==> config.mk <==
export PLATFORM = sky130hd
export DESIGN_NAME = apb_gpio_irq
export DESIGN_NICKNAME = d
export VERILOG_FILES = /design/src/rtl/gpio_pkg.sv /design/src/rtl/gpio_sync.sv /design/src/rtl/gpio_irq_cell.sv /design/src/rtl/gpio_regs.sv /design/src/rtl/apb_gpio_irq.sv
export SDC_FILE = /design/constraint.sdc
export NUM_CORES = 1
export LEC_CHECK = 0
export BUFFER_PORTS_ARGS = -buffer_cell sky130_fd_sc_hd__buf_2
export CORE_UTILIZATION = 35
export CTS_BUF_LIST = sky130_fd_sc_hd__clkbuf_8 sky130_fd_sc_hd__clkbuf_16
export DETAILED_ROUTE_END_ITERATION = 10
export PLACE_DENSITY_LB_ADDON = 0.08
export SETUP_SLACK_MARGIN = 0.1
export SLEW_MARGIN = 30
export SYNTH_ARGS = -nofsm -noshare
export SYNTH_HDL_FRONTEND = slang
export SYNTH_SLANG_ARGS = --single-unit
==> constraint.sdc <==
create_clock -name pclk -period 2.8 [get_ports pclk]
set_input_delay 0.14 -clock pclk [delete_from_list [all_inputs] [get_ports pclk]]
set_output_delay 0.14 -clock pclk [all_outputs]
set_load 0.02 [all_outputs]
==> src/rtl/gpio_pkg.sv <==
package gpio_pkg;

   // word index of each register; the index is address bits [ADDR_W-1:2]
   typedef enum logic [3:0] {
      RG_DATA    = 4'd0,   // read: synced inputs, write: set outputs
      RG_STAT    = 4'd1,   // read: irq status,    write: clear outputs
      RG_DIR_OUT = 4'd2,
      RG_DIR_IN  = 4'd3,
      RG_IEN_SET = 4'd4,
      RG_IEN_CLR = 4'd5,
      RG_EDGE    = 4'd6,
      RG_LEVEL   = 4'd7,
      RG_POL_SET = 4'd8,
      RG_POL_CLR = 4'd9,
      RG_ANY_SET = 4'd10,
      RG_ANY_CLR = 4'd11,
      RG_ACK     = 4'd12,
      RG_CTRL    = 4'd13
   } gpio_reg_e;

   localparam int unsigned CTRL_LOOP_BIT = 0;

endpackage

==> src/rtl/gpio_sync.sv <==
module gpio_sync #(
   parameter int unsigned N      = 32,
   parameter int unsigned STAGES = 2
) (
   input  logic         clk,
   input  logic         rst_n,
   input  logic [N-1:0] raw,
   output logic [N-1:0] synced,
   output logic [N-1:0] rise,
   output logic [N-1:0] fall
);

   logic [STAGES-1:0][N-1:0] chain_q;
   logic [N-1:0]             prev_q;

   generate
      if (STAGES < 2) begin : g_bad_stages
         $error("gpio_sync: STAGES must be at least 2");
      end
   endgenerate

   always_ff @(posedge clk or negedge rst_n) begin
      if (!rst_n) begin
         chain_q <= '0;
         prev_q  <= '0;
      end else begin
         chain_q <= {chain_q[STAGES-2:0], raw};
         prev_q  <= chain_q[STAGES-1];
      end
   end

   assign synced = chain_q[STAGES-1];
   assign rise   = synced & ~prev_q;
   assign fall   = ~synced & prev_q;

endmodule

==> src/rtl/gpio_irq_cell.sv <==
module gpio_irq_cell (
   input  logic clk,
   input  logic rst_n,
   input  logic lvl,
   input  logic rise,
   input  logic fall,
   input  logic edge_md,
   input  logic pol,
   input  logic any,
   input  logic ack,
   output logic stat
);

   logic latch_q;
   logic hit;

   always_comb begin
      if (any) hit = rise | fall;
      else     hit = pol ? rise : fall;
   end

   // a new event wins over an acknowledge in the same cycle
   always_ff @(posedge clk or negedge rst_n) begin
      if (!rst_n)        latch_q <= 1'b0;
      else if (!edge_md) latch_q <= 1'b0;
      else if (hit)      latch_q <= 1'b1;
      else if (ack)      latch_q <= 1'b0;
   end

   assign stat = edge_md ? latch_q : (pol ? lvl : ~lvl);


   latch_keep_chk: assert property (@(posedge clk) disable iff (!rst_n)
      (edge_md && $past(edge_md) && $past(latch_q) && !$past(ack)) |-> latch_q);


   any_catch_chk: assert property (@(posedge clk) disable iff (!rst_n)
      (edge_md && any && (rise || fall)) |=> (latch_q || !edge_md));

endmodule

==> src/rtl/gpio_regs.sv <==
module gpio_regs
   import gpio_pkg::*;
#(
   parameter int unsigned N      = 32,
   parameter int unsigned DW     = 32,
   parameter int unsigned AW     = 6
) (
   input  logic          clk,
   input  logic          rst_n,
   input  logic          psel,
   input  logic          penable,
   input  logic          pwrite,
   input  logic [AW-1:0] paddr,
   input  logic [DW-1:0] pwdata,
   output logic [DW-1:0] prdata,
   input  logic [N-1:0]  sync_in,
   input  logic [N-1:0]  irq_stat,
   output logic [N-1:0]  out_q,
   output logic [N-1:0]  dir_q,
   output logic [N-1:0]  ien_q,
   output logic [N-1:0]  edge_q,
   output logic [N-1:0]  pol_q,
   output logic [N-1:0]  any_q,
   output logic          loop_q,
   output logic [N-1:0]  ack_bits
);

   localparam int unsigned IDX_W = AW - 2;

   logic             wr_en;
   logic [IDX_W-1:0] widx;
   logic [N-1:0]     wbits;
   logic             unused_bits;

   assign wr_en       = psel & penable & pwrite;
   assign widx        = paddr[AW-1:2];
   assign wbits       = pwdata[N-1:0];
   assign unused_bits = ^{paddr[1:0], pwdata};

   always_ff @(posedge clk or negedge rst_n) begin
      if (!rst_n) begin
         out_q  <= '0;
         dir_q  <= '0;
         ien_q  <= '0;
         edge_q <= '0;
         pol_q  <= '0;
         any_q  <= '0;
         loop_q <= 1'b0;
      end else if (wr_en) begin
         case (widx)
            IDX_W'(RG_DATA):    out_q  <= out_q  |  wbits;
            IDX_W'(RG_STAT):    out_q  <= out_q  & ~wbits;
            IDX_W'(RG_DIR_OUT): dir_q  <= dir_q  |  wbits;
            IDX_W'(RG_DIR_IN):  dir_q  <= dir_q  & ~wbits;
            IDX_W'(RG_IEN_SET): ien_q  <= ien_q  |  wbits;
            IDX_W'(RG_IEN_CLR): ien_q  <= ien_q  & ~wbits;
            IDX_W'(RG_EDGE):    edge_q <= edge_q |  wbits;
            IDX_W'(RG_LEVEL):   edge_q <= edge_q & ~wbits;
            IDX_W'(RG_POL_SET): pol_q  <= pol_q  |  wbits;
            IDX_W'(RG_POL_CLR): pol_q  <= pol_q  & ~wbits;
            IDX_W'(RG_ANY_SET): any_q  <= any_q  |  wbits;
            IDX_W'(RG_ANY_CLR): any_q  <= any_q  & ~wbits;
            IDX_W'(RG_CTRL):    loop_q <= pwdata[CTRL_LOOP_BIT];
            default: ;
         endcase
      end
   end

   assign ack_bits = (wr_en && widx == IDX_W'(RG_ACK)) ? wbits : '0;

   logic [N-1:0] rd_pins;

   always_comb begin
      rd_pins = '0;
      prdata  = '0;
      case (widx)
         IDX_W'(RG_DATA):                      rd_pins = sync_in;
         IDX_W'(RG_STAT):                      rd_pins = irq_stat;
         IDX_W'(RG_DIR_OUT), IDX_W'(RG_DIR_IN): rd_pins = dir_q;
         IDX_W'(RG_IEN_SET), IDX_W'(RG_IEN_CLR): rd_pins = ien_q;
         IDX_W'(RG_EDGE), IDX_W'(RG_LEVEL):     rd_pins = edge_q;
         IDX_W'(RG_POL_SET), IDX_W'(RG_POL_CLR): rd_pins = pol_q;
         IDX_W'(RG_ANY_SET), IDX_W'(RG_ANY_CLR): rd_pins = any_q;
         default:                              rd_pins = '0;
      endcase
      prdata[N-1:0] = rd_pins;
      if (widx == IDX_W'(RG_CTRL)) prdata[CTRL_LOOP_BIT] = loop_q;
   end


   out_set_chk: assert property (@(posedge clk) disable iff (!rst_n)
      (wr_en && widx == IDX_W'(RG_DATA)) |=> ((out_q & $past(wbits)) == $past(wbits)));


   out_clr_chk: assert property (@(posedge clk) disable iff (!rst_n)
      (wr_en && widx == IDX_W'(RG_STAT)) |=> ((out_q & $past(wbits)) == '0));


   dir_in_chk: assert property (@(posedge clk) disable iff (!rst_n)
      (wr_en && widx == IDX_W'(RG_DIR_IN)) |=> ((dir_q & $past(wbits)) == '0));

endmodule

==> src/rtl/apb_gpio_irq.sv <==
module apb_gpio_irq
   import gpio_pkg::*;
#(
   parameter int unsigned NPINS       = 32,
   parameter int unsigned DATA_W      = 32,
   parameter int unsigned ADDR_W      = 6,
   parameter int unsigned SYNC_STAGES = 2
) (
   input  logic              pclk,
   input  logic              presetn,
   input  logic              psel,
   input  logic              penable,
   input  logic              pwrite,
   input  logic [ADDR_W-1:0] paddr,
   input  logic [DATA_W-1:0] pwdata,
   output logic [DATA_W-1:0] prdata,
   output logic              pready,
   input  logic [NPINS-1:0]  pin_in,
   output logic [NPINS-1:0]  pin_out,
   output logic [NPINS-1:0]  pin_oe,
   output logic              irq
);

   generate
      if (NPINS < 1 || NPINS > DATA_W) begin : g_bad_npins
         $error("apb_gpio_irq: NPINS must be in 1..DATA_W");
      end
      if (ADDR_W < 6) begin : g_bad_addr
         $error("apb_gpio_irq: ADDR_W must cover 14 word registers");
      end
   endgenerate

   logic [NPINS-1:0] out_q, dir_q, ien_q, edge_q, pol_q, any_q, ack_bits;
   logic [NPINS-1:0] raw, synced, rise, fall, stat;
   logic             loop_q;

   gpio_regs #(.N(NPINS), .DW(DATA_W), .AW(ADDR_W)) u_regs (
      .clk      (pclk),
      .rst_n    (presetn),
      .psel     (psel),
      .penable  (penable),
      .pwrite   (pwrite),
      .paddr    (paddr),
      .pwdata   (pwdata),
      .prdata   (prdata),
      .sync_in  (synced),
      .irq_stat (stat),
      .out_q    (out_q),
      .dir_q    (dir_q),
      .ien_q    (ien_q),
      .edge_q   (edge_q),
      .pol_q    (pol_q),
      .any_q    (any_q),
      .loop_q   (loop_q),
      .ack_bits (ack_bits)
   );

   assign raw = loop_q ? out_q : pin_in;

   gpio_sync #(.N(NPINS), .STAGES(SYNC_STAGES)) u_sync (
      .clk    (pclk),
      .rst_n  (presetn),
      .raw    (raw),
      .synced (synced),
      .rise   (rise),
      .fall   (fall)
   );

   generate
      for (genvar p = 0; p < NPINS; p++) begin : g_pin
         gpio_irq_cell u_cell (
            .clk     (pclk),
            .rst_n   (presetn),
            .lvl     (synced[p]),
            .rise    (rise[p]),
            .fall    (fall[p]),
            .edge_md (edge_q[p]),
            .pol     (pol_q[p]),
            .any     (any_q[p]),
            .ack     (ack_bits[p]),
            .stat    (stat[p])
         );
      end
   endgenerate

   assign irq     = |(stat & ien_q);
   assign pin_out = out_q;
   assign pin_oe  = loop_q ? '0 : dir_q;
   assign pready  = 1'b1;


   irq_mask_chk: assert property (@(posedge pclk) disable iff (!presetn)
      (ien_q == '0) |-> !irq);


   loop_pad_chk: assert property (@(posedge pclk) disable iff (!presetn)
      loop_q |-> (pin_oe == '0));

endmodule

==> reports/metrics.yaml <==
preCtsSetupSlack_ps: 238
netlist.area_leader.share_pct: 48.1
seq_area_sq_mm: 0.00805
slowest_stage: "or4_4"
placed_cells: 2384
pwr-share-seq_pct: 43.1
syn2layout_area_growth_pct: 22.7
outcome: "finished with violations"
synth_compound_area_share_pct: 23.1
worst_pin_slew_ps: 791
setup_viol: 1
synth-seq-cells: 321
wire_per_inst_um: 21.3
finalHoldViolCount: 0
final_cells: 2526
drive_gt1_share_pct: 19.9
worstPathCellList: "xor2_1, nor3b_1, nor4_1, nand4_1, or4_4, buf_6"
grt_max_degree: 78
clk_latency_ps: 550
p_int_mw: 10.0
finalWirelength_um: 53900
timing.final.crit_share_pct: 103
worstPathArrival_ps: 2750
r2r_start: "u_regs.loop_q"
grt_use_total_pct: 22.2
hpwlAfterDp_um: 34000
cts.sinks: 321
multi_input_area_sq_mm: 0.00786
syn_area_per_cell_sq_um: 9.83
critPathCaptureType: "primary output"
rsz0062_at_grt: "true"
synth.area.top_cells: "dfrtp_1, a21oi_1, a31oi_1"
cp.required_ps: 2660
gp_congestion: 0.828
synthMuxAreaShare_pct: 6.61
vias: 13800
clk_path_buf_depth: 3
finalWorstSetupSlack_ps: -89.9
skew_ps: 9.42
ir_worst_vdd_uv: 371
synth_cells: 1699
die-area_sq_mm: 0.0486
synth_edf_count: 0
die_x_um: 220
slew_headroom_pct: 47.3
drc_errors: 14
syn-num-nets: 1838
min_period_ps: 2890
synth.most_common_cell: "dfrtp_1"
max_cap_violations: 0
grt_pass1_vias: 12800
start_util_pct: 35.6
p_clk_share_pct: 34.8
drt-pass1-iter-count: 8
p_per_area_mw_per_mm2: 722
drt_iter0_markers: 1007
final_area_sq_mm: 0.0205
critPathKind: "reg2out"
via_per_inst: 5.47
fillCellCount: 4541
finalSetupTns_ps: -89.9
ys_seq_area_share_pct: 48.1
synth_warnings: 0
yosysTopAreaCell: "dfrtp_1"
swShare_pct: 32.3
synth.distinct_cells: 48
pin_count: 173
synthAdderAreaFrac_pct: 4.79
max_stage_delay_ps: 580
cts_inserted_buffers: 40
n_antenna_cell: 0
violations: "DRC, setup timing"
core.rowCount: 79
max_freq_ghz: 0.346
nNetsFinal: 2032
synth_top_family_by_area: "compound AO/OA/AOI/OAI gates"
ys_async_sr_fraction_pct: 100
hp-class: "in2async"
overflow: 0
die_h_um: 220
p_total_mw: 14.8
netlist_area_sq_mm: 0.0167
root_buffer: "clkbuf_16"
design.core.area_sq_mm: 0.0469
antenna_found_initial: 2
synth_ff_type: "dfrtp_1"
cts.clk_slew.worst_paths_ps: 60
htree_num_levels: 2
worst-path-max-fanout: 7
portBuffers: 169
yosys.area_share.simple_pct: 10.5
drtAntennaViolNets: 0
startpoint_type: "flop"
p_comb_share_pct: 22.1
finalMaxSlewViolations: 0
yosys-top-cells-count: "dfrtp_1, a21oi_1, a31oi_1, clkbuf_1, nand2_1"
grt_pass1_wl_um: 81500
p_switching_mw: 4.77
synth_xor_area_share_pct: 1.47
placed_area_sq_mm: 0.0184
cts_tree: "done"
leakagePower_nw: 9.34
## logic make-up after synthesis
group,count (synthesis)
AO/OA/AOI/OAI,615
AND/OR/NAND/NOR,324
flip-flops,321
buffers and inverters,243
multiplexers,103
adder cells (fa/ha/maj),64
XOR/XNOR,28
other,1
## area by class of cell
type	count	area share [%]
clock buffer	48	5.48
clock inverter	20	0.867
inverter	101	1.85
multi-input combinational	1135	38.3
sequential	321	39.3
tap	607	3.71
timing repair buffer	294	10.5
## worst paths after layout
kind	cells after the start	to	slack [ps]
min in group pclk	2	flop	160
worst max-delay path	6	irq	-90
worst max register to register	2	u_sync.chain_q[16]	970
worst min-delay path	2	async pin	120
max in group asynchronous	3	u_sync.synced[3]	1870
worst min register to register	0	u_sync.synced[8]	340
## worst max-delay path: cells and delay by family (launching register included)
| kind | cells | cell delay (ps) |
|---|---|---|
| xor gates and xnor gates | 1 | 190 |
| buffers and inverters | 1 | 150 |
| DFF | 1 | 450 |
| and+or+nand+nor | 4 | 1400 |
## cells in the final DEF (no fill, tap or decap), drive strengths merged, types with 4 or more instances in the layout
cell type	n
a211oi	32
a21boi	32
a21oi	223
a221oi	17
a22oi	36
a31oi	160
buf	228
clkbuf	49
clkinv	6
dfrtp	321
dlygate4sd3	65
ha	64
inv	109
mux2	58
mux2i	45
nand2	106
nand2b	10
nand3	32
nand3b	16
nand4	9
nor2	25
nor2b	70
nor3	4
nor3b	31
nor4	5
o21a	32
o21ai	32
o221ai	35
o31ai	8
or4	4
xor2	28
## routing by layer
layer / global-route usage, % / up-vias / wire, um / part of all wire (%)
met5: 0 / - / 0 / 0
met3: 3.59 / 55 / 2810 / 5.2
met2: 34.3 / 383 / 24500 / 46
met1: 32.6 / 6815 / 25700 / 48
met4: 4.85 / 0 / 878 / 1.6
li1: - / 6569 / - / -
## stage by stage
step / util (%) / hold slack [ps]
3_5_place_dp: 39.3 / 120
3_3_place_gp: 39.3 / 119
6_report: 43.7 / 121
2_1_floorplan: - / -156
4_1_cts: 43.7 / 132
5_1_grt: 43.7 / 165
## power by group through the flow
stage	Combinational [mW]	Sequential (mW)	Clock [mW]
2_1_floorplan	2.18	6.16	0
6_report	3.26	6.37	5.15
3_3_place_gp	3.10	6.42	0
4_1_cts	3.30	6.36	5.30
3_5_place_dp	3.13	6.44	0
5_1_grt	3.66	6.50	5.48
## timing repair
action	CTS	global route
buffers inserted	9	0
gates cloned	0	0
pin swaps	3	2
endpoints found under the hold margin	340	0
hold buffers	65	0
gates resized for setup	19	3
endpoints found under the setup margin	1	1
Note: power is estimated with default switching activity, not from simulation.
